File: src/rtl/stoch_pkg.sv
package stoch_pkg;

    localparam logic [31:0] LFSR_MASK = 32'h8020_0003;

    typedef enum logic [1:0] {
        DEC_IDLE  = 2'd0,
        DEC_COUNT = 2'd1,
        DEC_DONE  = 2'd2
    } dec_state_t;

    typedef enum logic [1:0] {
        RF_HUNT = 2'd0,
        RF_PASS = 2'd1,
        RF_DROP = 2'd2
    } rf_state_t;

    function automatic logic [31:0] lfsr_step(input logic [31:0] s);
        return (s >> 1) ^ (s[0] ? LFSR_MASK : 32'h0);
    endfunction

endpackage

File: src/rtl/stoch_sng.sv
module stoch_sng
    import stoch_pkg::*;
#(
    parameter int          W    = 10,
    parameter int          DW   = 6,
    parameter logic [31:0] SEED = 32'h1ACE_B00C
) (
    input  logic          clk,
    input  logic          rst_n,
    input  logic [W-1:0]  target,
    input  logic [DW-1:0] period,
    output logic          stream_o
);

    logic [DW-1:0] phase_q;
    logic [31:0]   lfsr_q;
    logic          tick;

    // local tick: last phase of this generator's own period
    assign tick = (phase_q == period - DW'(1));

    always_ff @(posedge clk or negedge rst_n) begin
        if (!rst_n) begin
            phase_q  <= '0;
            lfsr_q   <= SEED;
            stream_o <= 1'b0;
        end else if (tick) begin
            phase_q  <= '0;
            lfsr_q   <= lfsr_step(lfsr_q);
            stream_o <= (lfsr_q[W-1:0] < target);
        end else begin
            phase_q  <= phase_q + DW'(1);
        end
    end

    // the pseudo-random register never locks up at zero
    assert_lfsr_nonzero_R1: assert property (@(posedge clk) disable iff (!rst_n)
        lfsr_q != 32'h0);

    // phase counter stays inside the programmed period
    assert_phase_range_R2: assert property (@(posedge clk) disable iff (!rst_n)
        (period != '0) |-> (phase_q < period));

    // stream bit only changes on a tick
    assert_hold_between_ticks_R3: assert property (@(posedge clk) disable iff (!rst_n)
        !tick |=> $stable(stream_o));

endmodule

File: src/rtl/stoch_runt_filt.sv
module stoch_runt_filt
    import stoch_pkg::*;
#(
    parameter int D  = 8,
    parameter int TW = $clog2(D + 1)
) (
    input  logic          clk,
    input  logic          rst_n,
    input  logic          raw_i,
    input  logic [TW-1:0] thr_i,
    output logic          filt_o
);

    logic [D:0]    sr_q;
    logic          del;
    logic          prev;
    logic          rise;
    logic          ok;
    logic [TW-1:0] thr_eff;
    logic [D-1:0]  need_m;
    rf_state_t     st_q;
    rf_state_t     st_d;

    // history: sr_q[j] is the raw stream j+1 cycles ago
    always_ff @(posedge clk or negedge rst_n) begin
        if (!rst_n) sr_q <= '0;
        else        sr_q <= {sr_q[D-1:0], raw_i};
    end

    assign del  = sr_q[D-1];
    assign prev = sr_q[D];
    assign rise = del & ~prev;

    always_comb begin
        thr_eff = (int'(thr_i) > D) ? TW'(D) : thr_i;
        for (int j = 0; j < D; j++) begin
            need_m[j] = (j >= D - int'(thr_eff));
        end
        // the first thr_eff cycles of the delayed pulse are already in sr_q
        ok = &(sr_q[D-1:0] | ~need_m);
    end

    always_comb begin
        st_d = st_q;
        unique case (st_q)
            RF_HUNT: if (rise) st_d = ok ? RF_PASS : RF_DROP;
            RF_PASS: if (rise) st_d = ok ? RF_PASS : RF_DROP;
                     else if (!del) st_d = RF_HUNT;
            RF_DROP: if (rise) st_d = ok ? RF_PASS : RF_DROP;
                     else if (!del) st_d = RF_HUNT;
            default: st_d = RF_HUNT;
        endcase
    end

    always_ff @(posedge clk or negedge rst_n) begin
        if (!rst_n) st_q <= RF_HUNT;
        else        st_q <= st_d;
    end

    always_comb begin
        if (rise) filt_o = ok;
        else      filt_o = (st_q == RF_PASS) & del;
    end

    // a pulse judged as a runt produces no output while it lasts
    assert_drop_silent_R6: assert property (@(posedge clk) disable iff (!rst_n)
        (st_q == RF_DROP && !rise) |-> !filt_o);

    // Hunt is only ever left through a delayed rising edge
    assert_hunt_exit_R6: assert property (@(posedge clk) disable iff (!rst_n)
        (st_q == RF_HUNT && !rise) |=> (st_q == RF_HUNT));

endmodule

File: src/rtl/stoch_window_dec.sv
module stoch_window_dec
    import stoch_pkg::*;
#(
    parameter int WIN = 40960,
    parameter int CW  = $clog2(WIN + 1)
) (
    input  logic          clk,
    input  logic          rst_n,
    input  logic          start,
    input  logic          bit_i,
    output logic [CW-1:0] ones_o,
    output logic          done_o
);

    dec_state_t    st_q;
    dec_state_t    st_d;
    logic [CW-1:0] cyc_q;
    logic          last;

    assign last = (cyc_q == CW'(WIN - 1));

    always_comb begin
        st_d = st_q;
        unique case (st_q)
            DEC_IDLE:  if (start) st_d = DEC_COUNT;
            DEC_COUNT: if (last)  st_d = DEC_DONE;
            DEC_DONE:  if (start) st_d = DEC_COUNT;
            default:   st_d = DEC_IDLE;
        endcase
    end

    always_ff @(posedge clk or negedge rst_n) begin
        if (!rst_n) st_q <= DEC_IDLE;
        else        st_q <= st_d;
    end

    always_ff @(posedge clk or negedge rst_n) begin
        if (!rst_n) begin
            cyc_q  <= '0;
            ones_o <= '0;
        end else if (st_q != DEC_COUNT && start) begin
            cyc_q  <= '0;
            ones_o <= '0;
        end else if (st_q == DEC_COUNT) begin
            cyc_q  <= cyc_q + CW'(1);
            ones_o <= ones_o + CW'(bit_i);
        end
    end

    assign done_o = (st_q == DEC_DONE);

    // high count can never exceed the cycles observed
    assert_ones_bound_R7: assert property (@(posedge clk) disable iff (!rst_n)
        ones_o <= cyc_q);

    // counts are frozen after the window closes
    assert_done_freeze_R7: assert property (@(posedge clk) disable iff (!rst_n)
        (st_q == DEC_DONE && !start) |=> $stable(ones_o));

    // done rises only after exactly one full window
    assert_window_len_R7: assert property (@(posedge clk) disable iff (!rst_n)
        $rose(done_o) |-> (cyc_q == CW'(WIN)));

endmodule

File: src/rtl/stoch_poly_core.sv
module stoch_poly_core #(
    parameter int          W        = 10,
    parameter int          DW       = 6,
    parameter int          RUNT_MAX = 8,
    parameter int          WIN      = 40960,
    parameter logic [31:0] SEED_A   = 32'h1ACE_B00C,
    parameter logic [31:0] SEED_B   = 32'h5EED_0042,
    parameter logic [31:0] SEED_S   = 32'hC0FF_EE11
) (
    input  logic                            clk,
    input  logic                            rst_n,
    input  logic                            start,
    input  logic [W-1:0]                    tgt_a,
    input  logic [W-1:0]                    tgt_b,
    input  logic [DW-1:0]                   per_a,
    input  logic [DW-1:0]                   per_b,
    input  logic [DW-1:0]                   per_s,
    input  logic [$clog2(RUNT_MAX+1)-1:0]   runt_thr,
    output logic                            prod_bit,
    output logic                            sum_bit,
    output logic [$clog2(WIN+1)-1:0]        prod_ones,
    output logic [$clog2(WIN+1)-1:0]        sum_ones,
    output logic                            done
);

    localparam int          NGEN = 3;
    localparam int          NOUT = 2;
    localparam int          TW   = $clog2(RUNT_MAX + 1);
    localparam int          CW   = $clog2(WIN + 1);
    localparam logic [31:0] SEEDS [NGEN] = '{SEED_A, SEED_B, SEED_S};

    logic [W-1:0]  tgt_v  [NGEN];
    logic [DW-1:0] per_v  [NGEN];
    logic          gen_b  [NGEN];
    logic          raw_v  [NOUT];
    logic          filt_v [NOUT];
    logic [CW-1:0] ones_v [NOUT];
    logic [NOUT-1:0] done_v;

    assign tgt_v[0] = tgt_a;
    assign tgt_v[1] = tgt_b;
    assign tgt_v[2] = W'(1) << (W - 1);
    assign per_v[0] = per_a;
    assign per_v[1] = per_b;
    assign per_v[2] = per_s;

    for (genvar g = 0; g < NGEN; g++) begin : g_sng
        stoch_sng #(.W(W), .DW(DW), .SEED(SEEDS[g])) sng_i (
            .clk      (clk),
            .rst_n    (rst_n),
            .target   (tgt_v[g]),
            .period   (per_v[g]),
            .stream_o (gen_b[g])
        );
    end

    // product and select-driven scaled sum
    assign raw_v[0] = gen_b[0] & gen_b[1];
    assign raw_v[1] = gen_b[2] ? gen_b[1] : gen_b[0];

    for (genvar o = 0; o < NOUT; o++) begin : g_out
        stoch_runt_filt #(.D(RUNT_MAX), .TW(TW)) filt_i (
            .clk    (clk),
            .rst_n  (rst_n),
            .raw_i  (raw_v[o]),
            .thr_i  (runt_thr),
            .filt_o (filt_v[o])
        );
        stoch_window_dec #(.WIN(WIN), .CW(CW)) dec_i (
            .clk    (clk),
            .rst_n  (rst_n),
            .start  (start),
            .bit_i  (filt_v[o]),
            .ones_o (ones_v[o]),
            .done_o (done_v[o])
        );
    end

    assign prod_bit  = filt_v[0];
    assign sum_bit   = filt_v[1];
    assign prod_ones = ones_v[0];
    assign sum_ones  = ones_v[1];
    assign done      = &done_v;

    // both decoders share start, so they finish together
    assert_done_aligned_R4: assert property (@(posedge clk) disable iff (!rst_n)
        done_v[0] == done_v[1]);

endmodule

File: config.mk
export PLATFORM = sky130hd
export DESIGN_NAME = stoch_poly_core
export DESIGN_NICKNAME = d
export VERILOG_FILES = /design/src/rtl/stoch_pkg.sv /design/src/rtl/stoch_sng.sv /design/src/rtl/stoch_runt_filt.sv /design/src/rtl/stoch_window_dec.sv /design/src/rtl/stoch_poly_core.sv
export SDC_FILE = /design/constraint.sdc
export NUM_CORES = 1
export LEC_CHECK = 0
export BUFFER_PORTS_ARGS = -buffer_cell sky130_fd_sc_hd__buf_2
export CAP_MARGIN = 20
export CORE_MARGIN = 3
export CORE_UTILIZATION = 35
export CTS_BUF_LIST = sky130_fd_sc_hd__clkbuf_2
export CTS_CLUSTER_DIAMETER = 100
export CTS_CLUSTER_SIZE = 10
export DETAILED_ROUTE_END_ITERATION = 8
export SETUP_SLACK_MARGIN = 0.2
export SLEW_MARGIN = 15
export SYNTH_ARGS = -nofsm -noshare
export SYNTH_HDL_FRONTEND = slang
export SYNTH_HIERARCHICAL = 1
export SYNTH_SLANG_ARGS = --single-unit
File: constraint.sdc
create_clock -name clk -period 2.2 [get_ports clk]
set_input_delay 0.22 -clock clk [delete_from_list [all_inputs] [get_ports clk]]
set_output_delay 0.22 -clock clk [all_outputs]
set_load 0.02 [all_outputs]
==> results_tabular.tex, run 1 <==
\begin{tabular}{lr}
\hline
Metric & Value \\
\hline
\multicolumn{2}{l}{\textbf{Critical path}} \\
Startpoint types & register \\
Required time of the critical path & 1.98 ns \\
Max Fanout on Critical Path & 2 \\
Worst setup path class & register to output port \\
Arrival time reported for the critical path endpoint & 2.27 ns \\
Critical path capture point type & output port \\
\multicolumn{2}{l}{\textbf{Power and ir drop}} \\
Total power density per cell area & 699 nW/um2 \\
Leakage & 0.00626 uW \\
IR drop worst, VDD & 321 uV \\
\multicolumn{2}{l}{\textbf{CTS}} \\
Number of sinks driven by the clock tree & 207 \\
CTS Root Buffer Type & sky130\_fd\_sc\_hd\_\_clkbuf\_2 \\
Clock latency at the later pin of the worst-skew pair & 0.78 ns \\
TritonCTS buffer count & 24 \\
Maximum count of clock buffers along a single path & 3 \\
TritonCTS clock tree & done \\
Clock transition at the registers of the reported paths & 0.19 ns \\
Number of levels in the clock H-tree & 1 \\
\multicolumn{2}{l}{\textbf{Timing}} \\
Post-route fraction of the period consumed by the critical path & 113\% \\
Slew Limit Fails & 0 \\
PnR worst setup slack & -0.294 ns \\
Setup Viol. Count Final & 17 \\
Final min period & 2.49 ns \\
Unrepaired setup endpoints after global routing & true \\
Transition time at the pin with the least slew margin & 0.761 ns \\
Tightest slew margin relative to the limit & 49.1\% \\
Clock skew after layout & 0.0554 ns \\
Maximum clock frequency & 401 MHz \\
Final hold violation count & 0 \\
\multicolumn{2}{l}{\textbf{Global routing}} \\
Overflow left after global routing & 0 \\
Total Routing Usage GR & 11.9\% \\
Vias in the first global route & 7245 \\
Number of antenna violations at the first check in global routing & 1 \\
First-pass GRT wire length & 34400 um \\
Maximum number of pins on one net before global-route repair & 83 \\
\multicolumn{2}{l}{\textbf{Final layout}} \\
Area of the multi-input gates & 5290 um2 \\
Area grow syn2layout & 17.9\% \\
Layout cell share with drive strength beyond 1 & 37.2\% \\
Filler cell count in the final layout & 2885 \\
Register Area & 5240 um2 \\
Final standard cell count with taps included and fillers excluded & 1480 \\
Fin nets & 1165 \\
\multicolumn{2}{l}{\textbf{Synthesis}} \\
Number of different library cells in the post-synthesis netlist & 53 \\
Cells after Synth & 907 \\
Syn Std Cell Area & 10600 um2 \\
Sequential-to-total area share from yosys stat & 49.2\% \\
Number of warning messages in the yosys log & 6 \\
Post-synthesis average cell area & 11.7 um2 \\
Register bit total from synthesis & 207 \\
\multicolumn{2}{l}{\textbf{Drt}} \\
Routed met1 length & 9690 um \\
Remaining DRCs & 0 \\
Detailed-routing iteration count for the pre-antenna-repair pass & 4 \\
Uppermost layer routed & met4 \\
Number of vias in the routed layout & 7148 \\
Via-per-instance ratio & 4.83 \\
Routed length per instance & 13.1 um \\
Met3 WL & 713 um \\
Metal2 WL & 8580 um \\
Remaining number of nets flagged by the antenna check after routing & 0 \\
Number of violations reported at the end of detailed-routing iteration 0 & 313 \\
Total wirelength of the detailed-routed design & 19300 um \\
\multicolumn{2}{l}{\textbf{Worst hold path}} \\
Class of the tightest hold or removal check & primary input to register \\
\multicolumn{2}{l}{\textbf{Placement}} \\
Placed cell count & 1407 \\
Detailed Place HPWL & 13000 um \\
I/O Buffers & 79 \\
Setup Slack @ Placement & -0.670 ns \\
GPL Wtd Cong & 0.753 \\
\multicolumn{2}{l}{\textbf{Floorplanning}} \\
Floorplan die width & 180 um \\
Total I/O pin count & 80 \\
Starting Density & 35.7\% \\
Die ar. & 32500 um2 \\
Placeable core area & 29800 um2 \\
Vert. Die Dim & 180 um \\
Row count & 63 \\
\multicolumn{2}{l}{\textbf{Run status}} \\
Outcome & complete, but fails checks \\
Failing checks & setup timing \\
\multicolumn{2}{l}{\textbf{Job}} \\
Maximum Capacitance Violations & 0 \\
\hline
\end{tabular}
critical path: stages, from the launching register on:
cell and delay (ns):
sky130_fd_sc_hd__dfrtp_1 0.41, sky130_fd_sc_hd__and3_1 0.18, sky130_fd_sc_hd__a311oi_2 0.05, sky130_fd_sc_hd__a211o_1 0.33, sky130_fd_sc_hd__o41ai_4 0.25, sky130_fd_sc_hd__buf_4 0.18, sky130_fd_sc_hd__buf_6 0.11
cells in the mapped netlist, drive strengths merged:
cell,number,share of area [%]
o211ai,8,0.56
dfstp,44,11
conb,2,0.071
a211o,2,0.16
dfrtp,163,38
nor4,2,0.24
nand3,43,2.6
and3,17,1.1
clkbuf,4,0.14
or3,3,0.32
o31a,2,0.16
or2,2,0.12
a311oi,2,0.16
nand2,88,3.1
and2,11,0.68
nand2b,10,0.59
o31ai,12,0.85
inv,52,1.8
nor2,30,1.1
xnor2,27,2.4
nor4bb,2,0.19
or3b,2,0.16
o41ai,2,0.31
mux2i,39,3.7
a21o,11,0.78
nor4b,3,0.42
and4bb,2,0.24
xor2,17,1.4
nand4,18,1.1
mux2,94,11
a31oi,27,2.0
o21ba,2,0.19
nor3,12,1.3
o2bb2ai,4,0.33
a221oi,3,0.25
and4,4,0.42
o21ai,45,2.1
ha,49,5.8
and3b,3,0.28
a21oi,14,0.66
nor2b,13,0.98
buf,17,1.4
stage by stage:
stage / hold slack, ns / total power [uW] / utilization [%] / area [um2] / setup TNS (ns)
after CTS: 0.0108 / 8920 / 41.8 / 12500 / -3.23
after global routing: 0.0407 / 9460 / 42.1 / 12500 / -4.41
after floorplan: -0.0756 / 6260 / - / 10800 / -8.64
after global placement: 0.0998 / 6910 / 40.0 / 11900 / -16.49
final: 0.121 / 8770 / 42.1 / 12500 / -1.18
after detailed placement: 0.0981 / 6950 / 40.0 / 11900 / -18.05
report_power, final:
group          internal [uW]  switching, uW
clock                    496           1250
combinational           1180           1270
sequential              4150            424
kinds of logic after synthesis:
group	synth area share (%)
DFF	49.2
muxes	14.4
adders and majority gates	5.76
and+or+nand+nor	14.8
other	0.0705
buffers and inverters	3.42
AOI/OAI and AO/OA	8.53
xor gates and xnor gates	3.83
worst paths after layout:
check	from	endpoint	slack (ns)	depth (start not counted)
worst max-delay path	g_out[0].filt_i/sr_q[7]$_DFF_PN0_	prod_bit	-0.29	6
worst min-delay path	per_a[0]	g_sng[0].sng_i/phase_q[2]$_DFF_PN0_	0.12	5
worst max register to register	g_out[0].filt_i/sr_q[7]$_DFF_PN0_	g_out[0].dec_i/ones_o[9]$_DFFE_PN0P_	-0.10	10
worst min register to register	g_out[0].filt_i/sr_q[6]$_DFF_PN0_	g_out[0].filt_i/sr_q[7]$_DFF_PN0_	0.39	0
max in group asynchronous	rst_n	g_out[0].filt_i/sr_q[5]$_DFF_PN0_	0.52	4
min in group asynchronous	rst_n	g_out[0].filt_i/sr_q[1]$_DFF_PN0_	0.59	4
layout by cell type, fill, tap and decap left out, drive strengths merged, types with 3 or more instances in the layout:
| cell type | netlist | layout |
|---|---|---|
| a21oi | 14 | 14 |
| a221oi | 3 | 3 |
| o2bb2ai | 4 | 4 |
| nand4 | 18 | 18 |
| o31ai | 12 | 12 |
| mux2i | 39 | 39 |
| dfstp | 44 | 44 |
| nor3 | 12 | 12 |
| o211ai | 8 | 8 |
| and2 | 11 | 11 |
| dfrtp | 163 | 163 |
| xnor2 | 27 | 27 |
| or3 | 3 | 3 |
| and3b | 3 | 3 |
| nand2b | 10 | 10 |
| dlymetal6s4s | 0 | 3 |
| buf | 17 | 135 |
| xor2 | 17 | 17 |
| nor2b | 13 | 13 |
| nor2 | 30 | 30 |
| and3 | 17 | 17 |
| clkbuf | 4 | 44 |
| conb | 2 | 10 |
| nor4b | 3 | 3 |
| mux2 | 94 | 94 |
| a31oi | 27 | 27 |
| and4 | 4 | 4 |
| nand3 | 43 | 43 |
| nand2 | 88 | 88 |
| o21ai | 45 | 45 |
| a21o | 11 | 11 |
| dlygate4sd3 | 0 | 12 |
| ha | 49 | 49 |
| inv | 52 | 52 |
routing by layer:
layer | global-route usage, % | up-vias
met5 | 0 | -
met4 | 2.55 | 0
met3 | 2.10 | 24
met2 | 19.1 | 100
met1 | 17.1 | 3471
li1 | - | 3553
sequential cells by signal, summed over array words and instances (netlist names):
| signal | flops |
|---|---|
| g_sng.sng_i/stream_o | 3 |
| g_out.dec_i/st_q | 4 |
| g_sng.sng_i/lfsr_q | 96 |
| g_out.filt_i/st_q | 4 |
| g_out.filt_i/sr_q | 18 |
| g_sng.sng_i/phase_q | 18 |
| g_out.dec_i/ones_o | 32 |
| g_out.dec_i/cyc_q | 32 |
final cells by class:
cell class	instances	share of cell area (%)
timing repair buffer	151	8.65
clock inverter	1	0.0399
inverter	52	1.81
multi-input combinational	635	42.1
tap	390	3.89
clock buffer	43	1.72
antenna	1	0.0199
sequential	207	41.7
repair_timing:
| item | in CTS | in global routing |
|---|---|---|
| resized for setup | 32 | 19 |
| setup endpoints to repair | 39 | 84 |
| pin swaps | 17 | 10 |
| hold buffers | 15 | 0 |
| endpoints found under the hold margin | 271 | 0 |
| buffers inserted | 10 | 3 |
| cloned | 0 | 0 |
No activity file was read; power rests on OpenSTA's default activity.
==> run 2, diff against run 1 <==
--- a/config.mk
+++ b/config.mk
@@ -5,6 +5,7 @@
 export SDC_FILE = /design/constraint.sdc
 export NUM_CORES = 1
 export LEC_CHECK = 0
+export ABC_AREA = 1
 export BUFFER_PORTS_ARGS = -buffer_cell sky130_fd_sc_hd__buf_2
 export CAP_MARGIN = 20
 export CORE_MARGIN = 3
==> run 2 against run 1 <==
Net effect:
- the flow still finishes with violations (setup timing)
- critical path depth is 4 higher
- total power is 0.74% lower
- via count is 27% higher
- routed wire length is 18% higher
- sequential power is 3% higher
- flip-flop and latch count stayed put
- sequential share of layout area is 1.3 points lower
- non-clock buffer count is 9 lower
- clock power hardly changed
- setup slack better by 0.23 ns
- critical path type unchanged
==> results_tabular.tex, run 2 <==
\begin{tabular}{lr}
\hline
Metric & Value \\
\hline
\multicolumn{2}{l}{\textbf{Run status}} \\
Outcome & complete, but fails checks \\
Failing checks & setup timing \\
\multicolumn{2}{l}{\textbf{Power and ir drop}} \\
Clock network power share & 20.4\% \\
Total power density per cell area & 672 nW/um2 \\
Leakage & 0.00685 uW \\
Proportion of power drawn by flip-flops and latches & 54.1\% \\
Combinational fraction of design power & 25.5\% \\
Switching power & 3080 uW \\
IR drop worst, VDD & 317 uV \\
Net Sw Frac & 35.4\% \\
Power Internal & 5620 uW \\
\multicolumn{2}{l}{\textbf{Synthesis}} \\
Syn Std Cell Area & 11100 um2 \\
Top-area cell type share of the netlist area & 36.6\% \\
Number of warning messages in the yosys log & 6 \\
Cells after Synth & 1400 \\
Number of different library cells in the post-synthesis netlist & 34 \\
Register bit total from synthesis & 207 \\
Most area-hungry cell type in the Yosys netlist & sky130\_fd\_sc\_hd\_\_dfrtp\_1 \\
Post-synthesis average cell area & 7.96 um2 \\
Primary flip-flop cell chosen by synthesis mapping & sky130\_fd\_sc\_hd\_\_dfrtp\_1 \\
Post-synth EDFFs & 0 \\
Commonest cells in the synthesized netlist & sky130\_fd\_sc\_hd\_\_nand2\_1, sky130\_fd\_sc\_hd\_\_dfrtp\_1, sky130\_fd\_sc\_hd\_\_inv\_1, sky130\_fd\_sc\_hd\_\_o21ai\_0, sky130\_fd\_sc\_hd\_\_nor2\_1 \\
Sequential-to-total area share from yosys stat & 47.0\% \\
Share of async-settable or async-resettable flops after synthesis & 100\% \\
Cell types with the largest area share after synthesis & sky130\_fd\_sc\_hd\_\_dfrtp\_1, sky130\_fd\_sc\_hd\_\_nand2\_1, sky130\_fd\_sc\_hd\_\_dfstp\_2, sky130\_fd\_sc\_hd\_\_o21ai\_0, sky130\_fd\_sc\_hd\_\_ha\_1 \\
Dominant cell by count in the synthesized netlist & sky130\_fd\_sc\_hd\_\_nand2\_1 \\
\multicolumn{2}{l}{\textbf{Drt}} \\
Number of violations reported at the end of detailed-routing iteration 0 & 466 \\
Total wirelength of the detailed-routed design & 22700 um \\
Remaining number of nets flagged by the antenna check after routing & 0 \\
Number of vias in the routed layout & 9079 \\
Routed length per instance & 11.6 um \\
Detailed-routing iteration count for the pre-antenna-repair pass & 7 \\
Remaining DRCs & 0 \\
Via-per-instance ratio & 4.65 \\
\multicolumn{2}{l}{\textbf{Critical path}} \\
Max Fanout on Critical Path & 2 \\
Worst setup path class & register to output port \\
Number of cell instances on the worst register-to-register path & 18 \\
Origin of the critical flop-to-flop path & g\_out[0].filt\_i/sr\_q[0]\$\_DFF\_PN0\_ \\
Critical path capture point type & output port \\
Startpoint types & register \\
Arrival time reported for the critical path endpoint & 2.05 ns \\
Register-to-register path setup slack & 0.09 ns \\
Required time of the critical path & 1.98 ns \\
Reg2reg end & g\_out[0].dec\_i/ones\_o[15]\$\_DFFE\_PN0P\_ \\
\multicolumn{2}{l}{\textbf{CTS}} \\
Number of levels in the clock H-tree & 1 \\
Maximum count of clock buffers along a single path & 3 \\
TritonCTS clock tree & done \\
Clock latency at the later pin of the worst-skew pair & 0.78 ns \\
CTS Root Buffer Type & sky130\_fd\_sc\_hd\_\_clkbuf\_2 \\
Clock transition at the registers of the reported paths & 0.19 ns \\
TritonCTS buffer count & 24 \\
Number of sinks driven by the clock tree & 207 \\
\multicolumn{2}{l}{\textbf{Global routing}} \\
First-pass GRT wire length & 39500 um \\
Total Routing Usage GR & 13.4\% \\
Vias in the first global route & 8561 \\
Maximum number of pins on one net before global-route repair & 51 \\
Overflow left after global routing & 0 \\
Number of antenna violations at the first check in global routing & 1 \\
\multicolumn{2}{l}{\textbf{Placement}} \\
I/O Buffers & 79 \\
GPL Wtd Cong & 0.814 \\
Setup Slack @ Placement & -0.322 ns \\
Detailed Place HPWL & 15200 um \\
\multicolumn{2}{l}{\textbf{Final layout}} \\
Filler cell count in the final layout & 3097 \\
Register Area & 5240 um2 \\
Most common library cell in the layout ignoring fill and taps & sky130\_fd\_sc\_hd\_\_nand2\_1 \\
Number of flip-flops in the largest register & 96 \\
Fin nets & 1633 \\
Layout cell share with drive strength beyond 1 & 22.4\% \\
Largest registers & g\_sng.sng\_i/lfsr\_q x96, g\_out.dec\_i/cyc\_q x32, g\_out.dec\_i/ones\_o x32 \\
Commonest cells after routing, fill and taps aside & sky130\_fd\_sc\_hd\_\_nand2\_1, sky130\_fd\_sc\_hd\_\_dfrtp\_1, sky130\_fd\_sc\_hd\_\_inv\_1 \\
Area grow syn2layout & 16.2\% \\
Final design utilization & 41.8\% \\
Most flops, register & g\_sng.sng\_i/lfsr\_q \\
Area of the multi-input gates & 5320 um2 \\
\multicolumn{2}{l}{\textbf{Worst hold path}} \\
Source of the worst hold timing path & tgt\_b[5] \\
Class of the tightest hold or removal check & primary input to register \\
Cell depth of the worst min-delay path & 10 \\
Worst-case hold path end point & g\_sng[1].sng\_i/stream\_o\$\_DFFE\_PN0N\_ \\
\multicolumn{2}{l}{\textbf{Timing}} \\
Final hold violation count & 0 \\
Unrepaired setup endpoints after global routing & true \\
Setup Viol. Count Final & 2 \\
Sum of negative setup slack & -0.0967 ns \\
Final min period & 2.27 ns \\
Worst slack on hold paths & 0.0851 ns \\
Clock skew after layout & 0.0305 ns \\
Maximum clock frequency & 441 MHz \\
Slew Limit Fails & 0 \\
Post-route fraction of the period consumed by the critical path & 103\% \\
PnR worst setup slack & -0.0663 ns \\
\multicolumn{2}{l}{\textbf{Floorplanning}} \\
Placeable core area & 31000 um2 \\
Die ar. & 34000 um2 \\
Vert. Die Dim & 184 um \\
Starting Density & 36.0\% \\
Floorplan die width & 184 um \\
Row count & 64 \\
Total I/O pin count & 80 \\
\multicolumn{2}{l}{\textbf{Job}} \\
Maximum Capacitance Violations & 0 \\
\hline
\end{tabular}
[run 2: cell types whose count changed after synthesis, sizes merged, moves of 27 or more]
cell	previous run	this run
inv	52	171
o21ai	45	141
mux2i	39	0
mux2	94	0
nand3	43	102
nor2	30	130
nand2	88	453
a31oi	27	0
[run 2: through the flow]
step	instances	power, uW	area (um2)
after floorplan	1408	6280	11300
after global placement	1883	6890	12300
after detailed placement	1883	6930	12300
after CTS	1945	8840	12800
after global routing	1954	9430	13000
final	1954	8700	13000
[run 2: repair_timing]
item	in CTS	in global routing
gates cloned	0	0
hold buffers	5	0
buffers inserted	13	8
hold endpoints to repair	217	0
setup endpoints to repair	5	30
gates resized for setup	16	38
pin swaps	20	8
[run 2: how the worst max path moves through the flow]
stage	start	end	slack, ns	cells after the start
final	g_out[0].filt_i/sr_q[0]$_DFF_PN0_	prod_bit	-0.07	10
after global routing	g_out[0].filt_i/sr_q[6]$_DFF_PN0_	prod_bit	-0.29	10
after CTS	g_out[0].filt_i/sr_q[0]$_DFF_PN0_	prod_bit	-0.16	10
after detailed placement	runt_thr[0]	g_out[1].dec_i/ones_o[9]$_DFFE_PN0P_	-0.32	18
after global placement	runt_thr[0]	g_out[0].dec_i/ones_o[15]$_DFFE_PN0P_	-0.29	19
after floorplan	runt_thr[0]	g_out[0].dec_i/ones_o[15]$_DFFE_PN0P_	0.07	18
[run 2: worst max-delay path, stage by stage (launching register included)]
cell and delay (ns):
sky130_fd_sc_hd__dfrtp_1 0.40, sky130_fd_sc_hd__nor2_1 0.06, sky130_fd_sc_hd__nor2_2 0.12, sky130_fd_sc_hd__nor2_1 0.05, sky130_fd_sc_hd__nor2_1 0.10, sky130_fd_sc_hd__nand2_1 0.07, sky130_fd_sc_hd__nor2_2 0.09, sky130_fd_sc_hd__nand4_1 0.11
sky130_fd_sc_hd__nand2_2 0.10, sky130_fd_sc_hd__buf_6 0.10, sky130_fd_sc_hd__buf_6 0.11
[run 2: logic make-up (layout without fill, tap and decap cells)]
| group | after synthesis | in the layout | share of synthesized area (%) |
|---|---|---|---|
| buffers and inverters | 208 | 357 | 7.70 |
| AND/OR/NAND/NOR | 723 | 723 | 29.0 |
| other | 2 | 11 | 0.0674 |
| XOR/XNOR | 27 | 27 | 2.12 |
| adder cells (fa/ha/maj) | 49 | 49 | 5.50 |
| AO/OA/AOI/OAI | 184 | 184 | 8.62 |
| flip-flops | 207 | 207 | 47.0 |
[run 2: power by group through the flow]
stage / clock (uW) / combinational [uW] / sequential [uW]
2_1_floorplan: 0 / 1590 / 4690
3_3_place_gp: 0 / 2090 / 4800
3_5_place_dp: 0 / 2130 / 4800
4_1_cts: 1900 / 2230 / 4710
5_1_grt: 2070 / 2560 / 4800
6_report: 1770 / 2220 / 4710
[run 2: metal layers]
layer	part of all wire (%)	vias to the layer above	track usage [%]	wire length, um
met5	0	-	0	0
met4	1.5	0	2.51	342
met3	3.4	32	2.11	770
met2	45	107	21.7	10200
met1	50	4215	19.1	11400
li1	-	4725	-	-
[run 2: layout make-up]
type | instances | share of cell area (%)
diodes | 1 | 0.0193
inverters | 171 | 5.26
clock inverters | 1 | 0.0386
well taps | 396 | 3.83
repair buffers | 142 | 7.68
multi-input cells | 993 | 41.1
flip-flops and latches | 207 | 40.4
clock buffers | 43 | 1.66
==> run 3, diff against run 2 <==
--- a/config.mk
+++ b/config.mk
@@ -8,12 +8,14 @@
 export ABC_AREA = 1
 export BUFFER_PORTS_ARGS = -buffer_cell sky130_fd_sc_hd__buf_2
 export CAP_MARGIN = 20
+export CORE_ASPECT_RATIO = 1.1
 export CORE_MARGIN = 3
 export CORE_UTILIZATION = 35
 export CTS_BUF_LIST = sky130_fd_sc_hd__clkbuf_2
 export CTS_CLUSTER_DIAMETER = 100
 export CTS_CLUSTER_SIZE = 10
 export DETAILED_ROUTE_END_ITERATION = 8
+export PLACE_DENSITY = 0.64
 export SETUP_SLACK_MARGIN = 0.2
 export SLEW_MARGIN = 15
 export SYNTH_ARGS = -nofsm -noshare
==> run 3 against run 2 <==
Net effect:
- the run still ends with setup timing left
- flip-flop and latch count did not move
- setup slack worse by 0.073 ns
- clock power about the same
- critical path type unchanged
- critical endpoint is now sum_bit
==> results_tabular.tex, run 3 (synthesis gave the netlist of run 2 again) <==
\begin{tabular}{lr}
\hline
Metric & Value \\
\hline
\multicolumn{2}{l}{\textbf{Run status}} \\
Outcome & complete, but fails checks \\
Failing checks & setup timing \\
\multicolumn{2}{l}{\textbf{Global routing}} \\
Overflow left after global routing & 0 \\
Total Routing Usage GR & 13.7\% \\
Maximum number of pins on one net before global-route repair & 61 \\
First-pass GRT wire length & 40600 um \\
Number of antenna violations at the first check in global routing & 3 \\
Vias in the first global route & 9047 \\
\multicolumn{2}{l}{\textbf{Critical path}} \\
Startpoint types & register \\
Delay of the slowest cell on the worst path & 0.43 ns \\
CP delay by family, top & simple AND/OR/NAND/NOR gates \\
Required time of the critical path & 1.98 ns \\
Most common cell on crit path & sky130\_fd\_sc\_hd\_\_buf\_6 \\
Origin of the critical flop-to-flop path & g\_out[1].filt\_i/sr\_q[5]\$\_DFF\_PN0\_ \\
Bufs and invs on worst path & 3 \\
Critical path capture point type & output port \\
Arrival time reported for the critical path endpoint & 2.12 ns \\
Cell Chain, Critical Path & buf\_6 -> nor2\_2 -> nand3\_1 -> nand2\_1 -> nand3\_2 -> nand4\_1 -> nand2\_2 -> buf\_6 -> buf\_6 \\
Worst setup path class & register to output port \\
Max Fanout on Critical Path & 2 \\
Total number of cells along the worst setup path & 9 \\
Number of cell instances on the worst register-to-register path & 19 \\
Worst path slowest cell & sky130\_fd\_sc\_hd\_\_dfrtp\_1 \\
Source of the critical timing path & g\_out[1].filt\_i/sr\_q[5]\$\_DFF\_PN0\_ \\
\multicolumn{2}{l}{\textbf{Drt}} \\
Via-per-instance ratio & 4.67 \\
Detailed-routing iteration count for the pre-antenna-repair pass & 4 \\
Number of violations reported at the end of detailed-routing iteration 0 & 555 \\
Remaining DRCs & 0 \\
Routed length per instance & 11.6 um \\
Number of vias in the routed layout & 9345 \\
Remaining number of nets flagged by the antenna check after routing & 0 \\
Total wirelength of the detailed-routed design & 23200 um \\
\multicolumn{2}{l}{\textbf{Worst hold path}} \\
Cell depth of the worst min-delay path & 10 \\
Source of the worst hold timing path & tgt\_b[4] \\
Class of the tightest hold or removal check & primary input to register \\
\multicolumn{2}{l}{\textbf{Floorplanning}} \\
Row count & 67 \\
Vert. Die Dim & 193 um \\
Die ar. & 34000 um2 \\
Floorplan die width & 176 um \\
Placeable core area & 30900 um2 \\
Starting Density & 36.0\% \\
Total I/O pin count & 80 \\
\multicolumn{2}{l}{\textbf{Final layout}} \\
Most common library cell in the layout ignoring fill and taps & sky130\_fd\_sc\_hd\_\_nand2\_1 \\
Register Area & 5240 um2 \\
Fin nets & 1661 \\
Largest registers & g\_sng.sng\_i/lfsr\_q x96, g\_out.dec\_i/cyc\_q x32, g\_out.dec\_i/ones\_o x32 \\
Final standard cell count with taps included and fillers excluded & 2000 \\
Filler cell count in the final layout & 3074 \\
Area grow syn2layout & 19.8\% \\
Layout cell share with drive strength beyond 1 & 23.8\% \\
Commonest cells after routing, fill and taps aside & sky130\_fd\_sc\_hd\_\_nand2\_1, sky130\_fd\_sc\_hd\_\_dfrtp\_1, sky130\_fd\_sc\_hd\_\_inv\_1 \\
Most flops, register & g\_sng.sng\_i/lfsr\_q \\
Number of flip-flops in the largest register & 96 \\
Final design utilization & 43.2\% \\
Area of the multi-input gates & 5400 um2 \\
\multicolumn{2}{l}{\textbf{CTS}} \\
CTS Root Buffer Type & sky130\_fd\_sc\_hd\_\_clkbuf\_2 \\
Maximum count of clock buffers along a single path & 3 \\
Clock transition at the registers of the reported paths & 0.20 ns \\
Number of levels in the clock H-tree & 1 \\
TritonCTS buffer count & 24 \\
Clock latency at the later pin of the worst-skew pair & 0.78 ns \\
TritonCTS clock tree & done \\
Number of sinks driven by the clock tree & 207 \\
\multicolumn{2}{l}{\textbf{Power and ir drop}} \\
Proportion of power drawn by flip-flops and latches & 52.7\% \\
Net Sw Frac & 35.5\% \\
IR drop worst, VDD & 447 uV \\
Switching power & 3170 uW \\
Power Internal & 5780 uW \\
Total power density per cell area & 670 nW/um2 \\
Clock network power share & 20.2\% \\
Leakage & 0.00699 uW \\
Combinational fraction of design power & 27.2\% \\
\multicolumn{2}{l}{\textbf{Timing}} \\
Unrepaired setup endpoints after global routing & true \\
Slew Limit Fails & 0 \\
Worst slack on hold paths & 0.111 ns \\
Final min period & 2.34 ns \\
Clock skew after layout & 0.0392 ns \\
Final hold violation count & 0 \\
PnR worst setup slack & -0.139 ns \\
Maximum clock frequency & 427 MHz \\
Post-route fraction of the period consumed by the critical path & 106\% \\
Setup Viol. Count Final & 6 \\
\multicolumn{2}{l}{\textbf{Placement}} \\
Placed cell count & 1901 \\
GPL Wtd Cong & 0.799 \\
I/O Buffers & 79 \\
Detailed Place HPWL & 15500 um \\
Setup Slack @ Placement & -0.359 ns \\
\multicolumn{2}{l}{\textbf{Job}} \\
Maximum Capacitance Violations & 0 \\
\hline
\end{tabular}
==> run 3: cell count changes in the layout (fill, tap and decap cells not counted), sizes merged <==
cell	change
dlymetal6s4s	+1
dlygate4sd3	+16
buf	+11
==> run 3: repair_timing <==
| item | in CTS | in global routing |
|---|---|---|
| pin swaps | 30 | 22 |
| resized for setup | 23 | 67 |
| hold endpoints to repair | 253 | 0 |
| setup buffers | 24 | 8 |
| hold buffers | 22 | 0 |
| endpoints found under the setup margin | 5 | 42 |
==> run 3: cell type report <==
type / instances / area share (%)
timing repair buffer: 170 / 9.69
tap: 414 / 3.88
antenna: 1 / 0.0187
multi-input combinational: 993 / 40.4
clock inverter: 1 / 0.0375
inverter: 171 / 5.11
sequential: 207 / 39.2
clock buffer: 43 / 1.61
==> run 3: final timing paths <==
| kind | to | slack (ns) |
|---|---|---|
| setup / recovery | sum_bit | -0.14 |
| hold / removal | g_sng[1].sng_i/stream_o$_DFFE_PN0N_ | 0.11 |
| setup reg to reg | g_out[1].filt_i/st_q[1]$_DFFE_PN0P_ | -0.07 |
| hold reg to reg | g_out[1].filt_i/sr_q[2]$_DFF_PN0_ | 0.40 |
| max in group asynchronous | g_sng[0].sng_i/lfsr_q[13]$_DFFE_PN1N_ | 1.25 |
| min in group asynchronous | g_out[1].dec_i/ones_o[7]$_DFFE_PN0P_ | 0.56 |
==> run 3: worst reg2reg max path, delay by kind of cell (launching register included) <==
| family | cells | cell delay, ns |
|---|---|---|
| DFF | 1 | 0.43 |
| and+or+nand+nor | 7 | 0.50 |
| buffers and inverters | 12 | 1.27 |
==> run 3: stage by stage <==
stage / area (um2) / power, uW / TNS, ns
6_report: 13400 / 8950 / -0.421
5_1_grt: 13400 / 9670 / -2.70
4_1_cts: 13100 / 8990 / -0.782
2_1_floorplan: 11300 / 6280 / 0
3_3_place_gp: 12300 / 6870 / -6.15
3_5_place_dp: 12300 / 6920 / -7.51
==> run 3: power groups by stage <==
stage	registers, uW	clock network (uW)	logic [uW]
after floorplan	4690	0	1590
final	4710	1800	2430
after CTS	4720	1940	2330
after global placement	4800	0	2070
after detailed placement	4800	0	2120
after global routing	4800	2080	2800
==> run 3: per-layer routing <==
layer,share of wire [%],GRT usage [%],wire length (um)
met1,46,17.4,10600
met2,49,24.5,11300
met3,3.9,2.27,903
met4,1.6,3.08,363
met5,0.12,0,27
